<file path="config.mk">
export PLATFORM = sky130hd
export DESIGN_NAME = board_irq_hub
export DESIGN_NICKNAME = d
export VERILOG_FILES = /design/src/rtl/bih_pkg.sv /design/src/rtl/bih_sync.sv /design/src/rtl/bih_core.sv /design/src/rtl/bih_regs.sv /design/src/rtl/board_irq_hub.sv
export SDC_FILE = /design/constraint.sdc
export NUM_CORES = 1
export LEC_CHECK = 0
export ABC_AREA = 1
export BUFFER_PORTS_ARGS = -buffer_cell sky130_fd_sc_hd__buf_2
export CAP_MARGIN = 25
export CELL_PAD_IN_SITES_DETAIL_PLACEMENT = 0
export CELL_PAD_IN_SITES_GLOBAL_PLACEMENT = 2
export CORE_MARGIN = 1.5
export CORE_UTILIZATION = 38
export DETAILED_ROUTE_END_ITERATION = 12
export PLACE_DENSITY = 0.76
export SLEW_MARGIN = 20
export SYNTH_ARGS = -nofsm -noshare
export SYNTH_HDL_FRONTEND = slang
export SYNTH_HIERARCHICAL = 1
export SYNTH_SLANG_ARGS = --single-unit
</file>
<file path="constraint.sdc">
create_clock -name clk -period 2.3 [get_ports clk]
set_input_delay 0.115 -clock clk [delete_from_list [all_inputs] [get_ports clk]]
set_output_delay 0.115 -clock clk [all_outputs]
set_load 0.05 [all_outputs]
</file>
<file path="src/rtl/bih_pkg.sv">
package bih_pkg;

  localparam int          BUS_DW   = 32;
  localparam int          BUS_AW   = 8;
  localparam int          SRC_N    = 16;
  localparam int          GP_COUNT = 10;
  localparam logic [31:0] KEEP_MSK = 32'h000F_EEFF;

  localparam logic [7:0]  OFS_ENABLE = 8'hC0;
  localparam logic [7:0]  OFS_STATUS = 8'hD0;

  // byte offset of each general storage register
  function automatic logic [7:0] gp_offset(input int idx);
    case (idx)
      0:       return 8'h10;
      1:       return 8'h14;
      2:       return 8'h40;
      3:       return 8'h60;
      4:       return 8'h80;
      5:       return 8'h84;
      6:       return 8'h88;
      7:       return 8'h90;
      8:       return 8'hE0;
      default: return 8'hE4;
    endcase
  endfunction

endpackage

</file>
<file path="src/rtl/bih_sync.sv">
module bih_sync #(
  parameter int N = 16
) (
  input  logic         clk,
  input  logic         rst_n,
  input  logic [N-1:0] async_i,
  output logic [N-1:0] lvl_o,
  output logic [N-1:0] chg_o
);

  logic [N-1:0] s1_q, s2_q, lvl_q, chg_q;
  logic [N-1:0] s1_d, s2_d, lvl_d, chg_d;

  always_comb begin
    s1_d  = async_i;
    s2_d  = s1_q;
    lvl_d = s2_q;
    chg_d = s2_q ^ lvl_q;
  end

  always_ff @(posedge clk or negedge rst_n) begin
    if (!rst_n) begin
      s1_q  <= '0;
      s2_q  <= '0;
      lvl_q <= '0;
      chg_q <= '0;
    end else begin
      s1_q  <= s1_d;
      s2_q  <= s2_d;
      lvl_q <= lvl_d;
      chg_q <= chg_d;
    end
  end

  assign lvl_o = lvl_q;
  assign chg_o = chg_q;


  chg_match_chk: assert property (@(posedge clk) disable iff (!rst_n)
    (chg_o == (lvl_o ^ $past(lvl_o))));

endmodule

</file>
<file path="src/rtl/bih_core.sv">
module bih_core #(
  parameter int          N    = 16,
  parameter int          DW   = 32,
  parameter logic [31:0] MASK = 32'h000F_EEFF
) (
  input  logic          clk,
  input  logic          rst_n,
  input  logic [N-1:0]  chg_i,
  input  logic [N-1:0]  lvl_i,
  input  logic          en_wr,
  input  logic          st_wr,
  input  logic [DW-1:0] wdata,
  output logic [DW-1:0] en_o,
  output logic [DW-1:0] st_o,
  output logic          irq_o,
  output logic [N-1:0]  pin_o
);

  localparam int IW = (N > 1) ? $clog2(N) : 1;
  localparam logic [DW-1:0] KEEP = DW'(MASK);

  logic [DW-1:0] en_q, en_d, st_q, st_d;
  logic [N-1:0]  prev_q, prev_d, pin_q, pin_d;
  logic [N-1:0]  ena, mix, base;
  logic          irq_q, irq_d, hit;
  logic [IW-1:0] win;

  always_comb begin
    ena = chg_i & en_q[N-1:0];
    hit = |ena;
    win = '0;
    for (int i = N - 1; i >= 0; i--) begin
      if (ena[i]) win = IW'(i);
    end
  end

  always_comb begin
    mix    = prev_q ^ st_q[N-1:0];
    base   = en_wr ? mix : prev_q;
    prev_d = (base & ~chg_i) | (lvl_i & chg_i);
    pin_d  = en_wr ? mix : pin_q;
    en_d   = en_wr ? (wdata & KEEP) : en_q;
    if (hit)        st_d = DW'(1) << win;
    else if (st_wr) st_d = wdata & KEEP;
    else            st_d = st_q;
    irq_d  = hit ? lvl_i[win] : irq_q;
  end

  always_ff @(posedge clk or negedge rst_n) begin
    if (!rst_n) begin
      en_q   <= '0;
      st_q   <= '0;
      prev_q <= '0;
      pin_q  <= '0;
      irq_q  <= 1'b0;
    end else begin
      en_q   <= en_d;
      st_q   <= st_d;
      prev_q <= prev_d;
      pin_q  <= pin_d;
      irq_q  <= irq_d;
    end
  end

  assign en_o  = en_q;
  assign st_o  = st_q;
  assign irq_o = irq_q;
  assign pin_o = pin_q;


  onehot_status_chk: assert property (@(posedge clk) disable iff (!rst_n)
    (|(chg_i & en_o[N-1:0])) |=> ($countones(st_o) == 1));


  masked_quiet_chk: assert property (@(posedge clk) disable iff (!rst_n)
    ((|chg_i) && !(|(chg_i & en_o[N-1:0])) && !st_wr) |=> ($stable(st_o) && $stable(irq_o)));


  enable_keep_chk: assert property (@(posedge clk) disable iff (!rst_n)
    en_wr |=> (en_o == ($past(wdata) & KEEP)));


  pin_hold_chk: assert property (@(posedge clk) disable iff (!rst_n)
    !en_wr |=> $stable(pin_o));

endmodule

</file>
<file path="src/rtl/bih_regs.sv">
module bih_regs
  import bih_pkg::*;
#(
  parameter int DW  = 32,
  parameter int AW  = 8,
  parameter int NGP = 10
) (
  input  logic          clk,
  input  logic          rst_n,
  input  logic [AW-1:0] addr,
  input  logic [DW-1:0] wdata,
  input  logic          wr_en,
  input  logic          rd_en,
  input  logic [DW-1:0] en_i,
  input  logic [DW-1:0] st_i,
  output logic          en_wr,
  output logic          st_wr,
  output logic [DW-1:0] rdata
);

  logic [DW-1:0] gp_q [NGP];
  logic [DW-1:0] rd_val, rdata_q, rdata_d;
  logic          rd_hit;

  assign en_wr = wr_en && (addr == AW'(OFS_ENABLE));
  assign st_wr = wr_en && (addr == AW'(OFS_STATUS));

  for (genvar g = 0; g < NGP; g++) begin : g_store
    logic          we;
    logic [DW-1:0] nxt;
    assign we  = wr_en && (addr == AW'(gp_offset(g)));
    assign nxt = we ? wdata : gp_q[g];
    always_ff @(posedge clk or negedge rst_n) begin
      if (!rst_n) gp_q[g] <= '0;
      else        gp_q[g] <= nxt;
    end
  end

  always_comb begin
    rd_val = '0;
    rd_hit = 1'b0;
    if (addr == AW'(OFS_ENABLE)) begin
      rd_val = en_i;
      rd_hit = 1'b1;
    end
    if (addr == AW'(OFS_STATUS)) begin
      rd_val = st_i;
      rd_hit = 1'b1;
    end
    for (int g = 0; g < NGP; g++) begin
      if (addr == AW'(gp_offset(g))) begin
        rd_val = gp_q[g];
        rd_hit = 1'b1;
      end
    end
    rdata_d = rd_en ? rd_val : rdata_q;
  end

  always_ff @(posedge clk or negedge rst_n) begin
    if (!rst_n) rdata_q <= '0;
    else        rdata_q <= rdata_d;
  end

  assign rdata = rdata_q;


  unmapped_zero_chk: assert property (@(posedge clk) disable iff (!rst_n)
    (rd_en && !rd_hit) |=> (rdata == '0));


  rdata_hold_chk: assert property (@(posedge clk) disable iff (!rst_n)
    !rd_en |=> $stable(rdata));

endmodule

</file>
<file path="src/rtl/board_irq_hub.sv">
module board_irq_hub
  import bih_pkg::*;
#(
  parameter int          DW   = BUS_DW,
  parameter int          AW   = BUS_AW,
  parameter int          N    = SRC_N,
  parameter int          NGP  = GP_COUNT,
  parameter logic [31:0] MASK = KEEP_MSK
) (
  input  logic          clk,
  input  logic          rst_n,
  input  logic [AW-1:0] bus_addr,
  input  logic [DW-1:0] bus_wdata,
  input  logic          bus_wr,
  input  logic          bus_rd,
  output logic [DW-1:0] bus_rdata,
  input  logic [N-1:0]  irq_src,
  output logic          irq_host,
  output logic [N-1:0]  pin_drive
);

  logic [N-1:0]  lvl, chg;
  logic [DW-1:0] en_val, st_val;
  logic          en_wr, st_wr;

  bih_sync #(.N(N)) u_sync (
    .clk     (clk),
    .rst_n   (rst_n),
    .async_i (irq_src),
    .lvl_o   (lvl),
    .chg_o   (chg)
  );

  bih_core #(.N(N), .DW(DW), .MASK(MASK)) u_core (
    .clk   (clk),
    .rst_n (rst_n),
    .chg_i (chg),
    .lvl_i (lvl),
    .en_wr (en_wr),
    .st_wr (st_wr),
    .wdata (bus_wdata),
    .en_o  (en_val),
    .st_o  (st_val),
    .irq_o (irq_host),
    .pin_o (pin_drive)
  );

  bih_regs #(.DW(DW), .AW(AW), .NGP(NGP)) u_regs (
    .clk   (clk),
    .rst_n (rst_n),
    .addr  (bus_addr),
    .wdata (bus_wdata),
    .wr_en (bus_wr),
    .rd_en (bus_rd),
    .en_i  (en_val),
    .st_i  (st_val),
    .en_wr (en_wr),
    .st_wr (st_wr),
    .rdata (bus_rdata)
  );

endmodule

</file>
==> results by group <==
Finish
  – Nets: 2740
  – Inserted Diodes: 0
  – P&R area growth vs syn: 18.31%
  – Fin cells: 3466
  – Layout cells sized above 1: 11.30%

Logic synthesis
  – Syn Inst Count: 2528
  – Synth async-reset ratio: 100.0%
  – Yosys warning count: 6
  – EDFF count, synth: 0
  – Avg Inst Size Synth: 8.398 µm²
  – Flops & latches, synth: 487
  – Sequential area share after synthesis: 57.40%
  – Post-Syn Area: 21230 µm²
  – Ys flop type: dfrtp_1
  – Cell variety after synth: 33

Routing
  – Drt first-iter violations: 1355
  – WL met2: 28.04 mm
  – Final ANT Viol Nets: 0
  – DRT Pass-1 Iters: 5
  – Vias/cell: 4.993
  – Metal3 WL: 3.284 mm
  – WL/cell: 18.66 µm
  – Vias: 17310
  – Highest metal used: met4
  – # DRC: 0
  – Wirelength, routed: 64.67 mm
  – WL met1: 31.88 mm

Power
  – Worst VDD drop: 0.5574 mV
  – Internal power: 14.74 mW
  – LEAKAGE: 12.24 nW
  – Psw: 5.090 mW
  – Combinational share of power: 8.1%
  – Reg power frac: 48.2%
  – PwrDens: 789.3 nW/µm²
  – Clk pwr share: 43.7%
  – Sw frac: 25.67%

Floorplanning
  – Core area: 55200 µm²
  – Die area: 57300 µm²
  – Die Ht: 239.4 µm
  – Starting Density: 38.46%
  – Die W: 239.4 µm
  – Number of top-level pins: 109
  – # rows: 86

Setup path
  – CP max stage cell: dfrtp_1
  – Reg-to-Reg Start: u_sync/chg_o[0]
  – Worst Path Required: 2.81 ns
  – FF-to-FF setup slack: 0.20 ns
  – CP top delay family: simple AND/OR/NAND/NOR gates
  – Critical path endpoint category: flop
  – Crit path buffers/inverters: 3
  – Crit-path cells: nand2_4, nand2_2, nor2_1, nand2_1, nor2_4, inv_2, nor2_4, inv_2, o21ai_0, inv_1
  – Worst R2R Path Depth: 10
  – WS Path Type: reg -> reg
  – Crit-path max cell delay: 0.43 ns
  – Worst Path Arrival: 2.61 ns
  – CP max FO: 16
  – R2r endpoint: u_core/st_o[0]
  – Critical path launch point type: flop

Min path
  – Min-delay worst type: in -> async

Clock network
  – # H-tree levels: 2
  – Clock Latency Late Sink: 0.62 ns
  – PostCTS Resize Cnt: 0
  – Clock buffer count from CTS: 55
  – Reg clk slew, reported paths: 0.06 ns
  – Clk buf depth: 3
  – TritonCTS clock tree: yes
  – Root Driver: clkbuf_16
  – TritonCTS sink count: 487
  – Setup Fix Bufs, Post-CTS: 0

Timing
  – Fin Setup TNS: 0 ns
  – Final period utilization: 91.36%
  – Slew HR: 48.58%
  – Fmax: 475.9 MHz
  – RSZ-0062 raised after global routing: false
  – Worst-Margin Slew: 0.7713 ns
  – Setup ws final: 0.1987 ns
  – Final Slew Violations: 0
  – Hold Vio Cnt, Final: 0
  – Min Tclk post-route: 2.101 ns
  – Setup violators final: 0
  – Clk_skew: 0.02583 ns

GRT
  – Initial antenna violation count: 1
  – GRT Total Usage: 23.32%
  – Vias in the first global route: 16590
  – Largest net degree at the start of global routing: 98
  – First-pass GRT wire length: 101.6 mm
  – GRT Residual Overflow: 0

Placed design
  – Post-detail-place hpwl: 40.58 mm
  – Dpl ws: 0.2409 ns
  – IO buf count: 108
  – GPL Wtd Cong: 0.8156
  – Placed insts: 3322

Job
  – Max_cap viols: 0

Run status
  – Status: complete, no violations
## through the flow
step / hold slack (ns) / area (µm²) / power [mW] / utilization (%)
2_1_floorplan: -0.1806 / 21320 / 10.52 / -
3_3_place_gp: 0.1483 / 22870 / 11.22 / 41.43
3_5_place_dp: 0.1335 / 22870 / 11.25 / 41.43
4_1_cts: 0.08092 / 25120 / 20.11 / 45.50
5_1_grt: 0.1070 / 25120 / 20.72 / 45.50
6_report: 0.06276 / 25120 / 19.83 / 45.50
## layout make-up
type,count,area (µm²)
Fill cell,5540,30080
Sequential cell,487,12190
Clock inverter,13,157.7
Tap cell,748,935.9
Timing Repair Buffer,225,1827
Inverter,213,802.0
Clock buffer,82,1598
Multi-Input combinational cell,1698,7611
## Yosys cell counts, types with 14 or more instances
cell	n	area [µm²]
nand2_1	779	2924
dfrtp_1	487	12190
o21ai_0	303	1516
inv_1	202	758.2
nor2_1	158	593.1
nand3_1	151	755.7
clkbuf_1	91	341.6
a21oi_1	85	425.4
nand4_1	70	437.9
o21ai_1	69	345.3
buf_4	29	217.7
buf_2	24	120.1
a22oi_1	18	135.1
nand2_2	14	87.58
## flip-flops by register name, indices dropped and copies added, names as in the netlist, named ones only
register	count
u_core/st_o	20
u_core/pin_o	16
u_regs/rdata	32
u_sync/s1_q	16
u_sync/chg_o	16
u_core/irq_o	1
u_core/en_o	18
u_sync/lvl_d	16
u_sync/lvl_o	16
u_regs/gp_q	320
## layout by cell type (no fill, tap or decap), types with 2 or more instances in the layout
| cell | synthesis | routed |
|---|---|---|
| nand2_1 | 779 | 778 |
| dfrtp_1 | 487 | 487 |
| o21ai_0 | 303 | 303 |
| inv_1 | 202 | 201 |
| nor2_1 | 158 | 156 |
| nand3_1 | 151 | 151 |
| buf_2 | 24 | 107 |
| a21oi_1 | 85 | 85 |
| nand4_1 | 70 | 70 |
| o21ai_1 | 69 | 69 |
| clkbuf_16 | 0 | 55 |
| dlygate4sd3_1 | 0 | 49 |
| buf_4 | 29 | 46 |
| conb_1 | 1 | 26 |
| buf_12 | 0 | 22 |
| a22oi_1 | 18 | 18 |
| clkbuf_1 | 91 | 15 |
| nand2_2 | 14 | 15 |
| clkbuf_8 | 0 | 12 |
| inv_2 | 10 | 11 |
| clkinv_2 | 0 | 5 |
| inv_6 | 0 | 4 |
| nand2_4 | 4 | 4 |
| nor2_4 | 3 | 4 |
| nor3_4 | 4 | 4 |
| bufinv_16 | 0 | 3 |
| nor2_2 | 2 | 3 |
| o21ai_2 | 2 | 2 |
| nand3_2 | 2 | 2 |
## repair_timing
action / 4_1_cts / 5_1_grt
setup endpoints to repair: 0 / 0
endpoints found under the hold margin: 408 / 0
hold buffers: 49 / 0
## routing by layer
metal	global-route usage, %	vias up
met5	0	-
met4	5.658	0
met3	3.296	89
met2	35.25	438
met1	35.14	8356
li1	-	8423
## logic make-up after synthesis
group,count (synthesis),share of synthesized area [%]
buffers and inverters,368,7.278
other,1,0.01766
DFF,487,57.40
and+or+nand+nor,1192,23.66
AOI/OAI and AO/OA,480,11.64
## power by group through the flow
stage | registers (mW) | logic [mW] | clock network (mW)
after CTS | 9.55 | 1.62 | 8.94
after global placement | 9.68 | 1.54 | 0
after floorplan | 9.66 | 0.859 | 0
after detailed placement | 9.70 | 1.55 | 0
after global routing | 9.62 | 1.83 | 9.27
final | 9.55 | 1.60 | 8.67
## worst max-delay path by stage
stage / startpoint / end / slack (ns) / cells after the start
2_1_floorplan: bus_addr[0] / u_core/pin_o[0] / 0.59 / 11
3_3_place_gp: u_core/en_o[15] / u_core/st_o[0] / 0.21 / 12
3_5_place_dp: u_sync/chg_o[0] / u_core/st_o[0] / 0.24 / 10
4_1_cts: u_sync/chg_o[0] / u_core/st_o[0] / 0.22 / 10
5_1_grt: u_core/en_o[14] / u_core/st_o[1] / 0.007 / 12
6_report: u_sync/chg_o[0] / u_core/st_o[0] / 0.20 / 10
(Power assumes the default switching activity.)
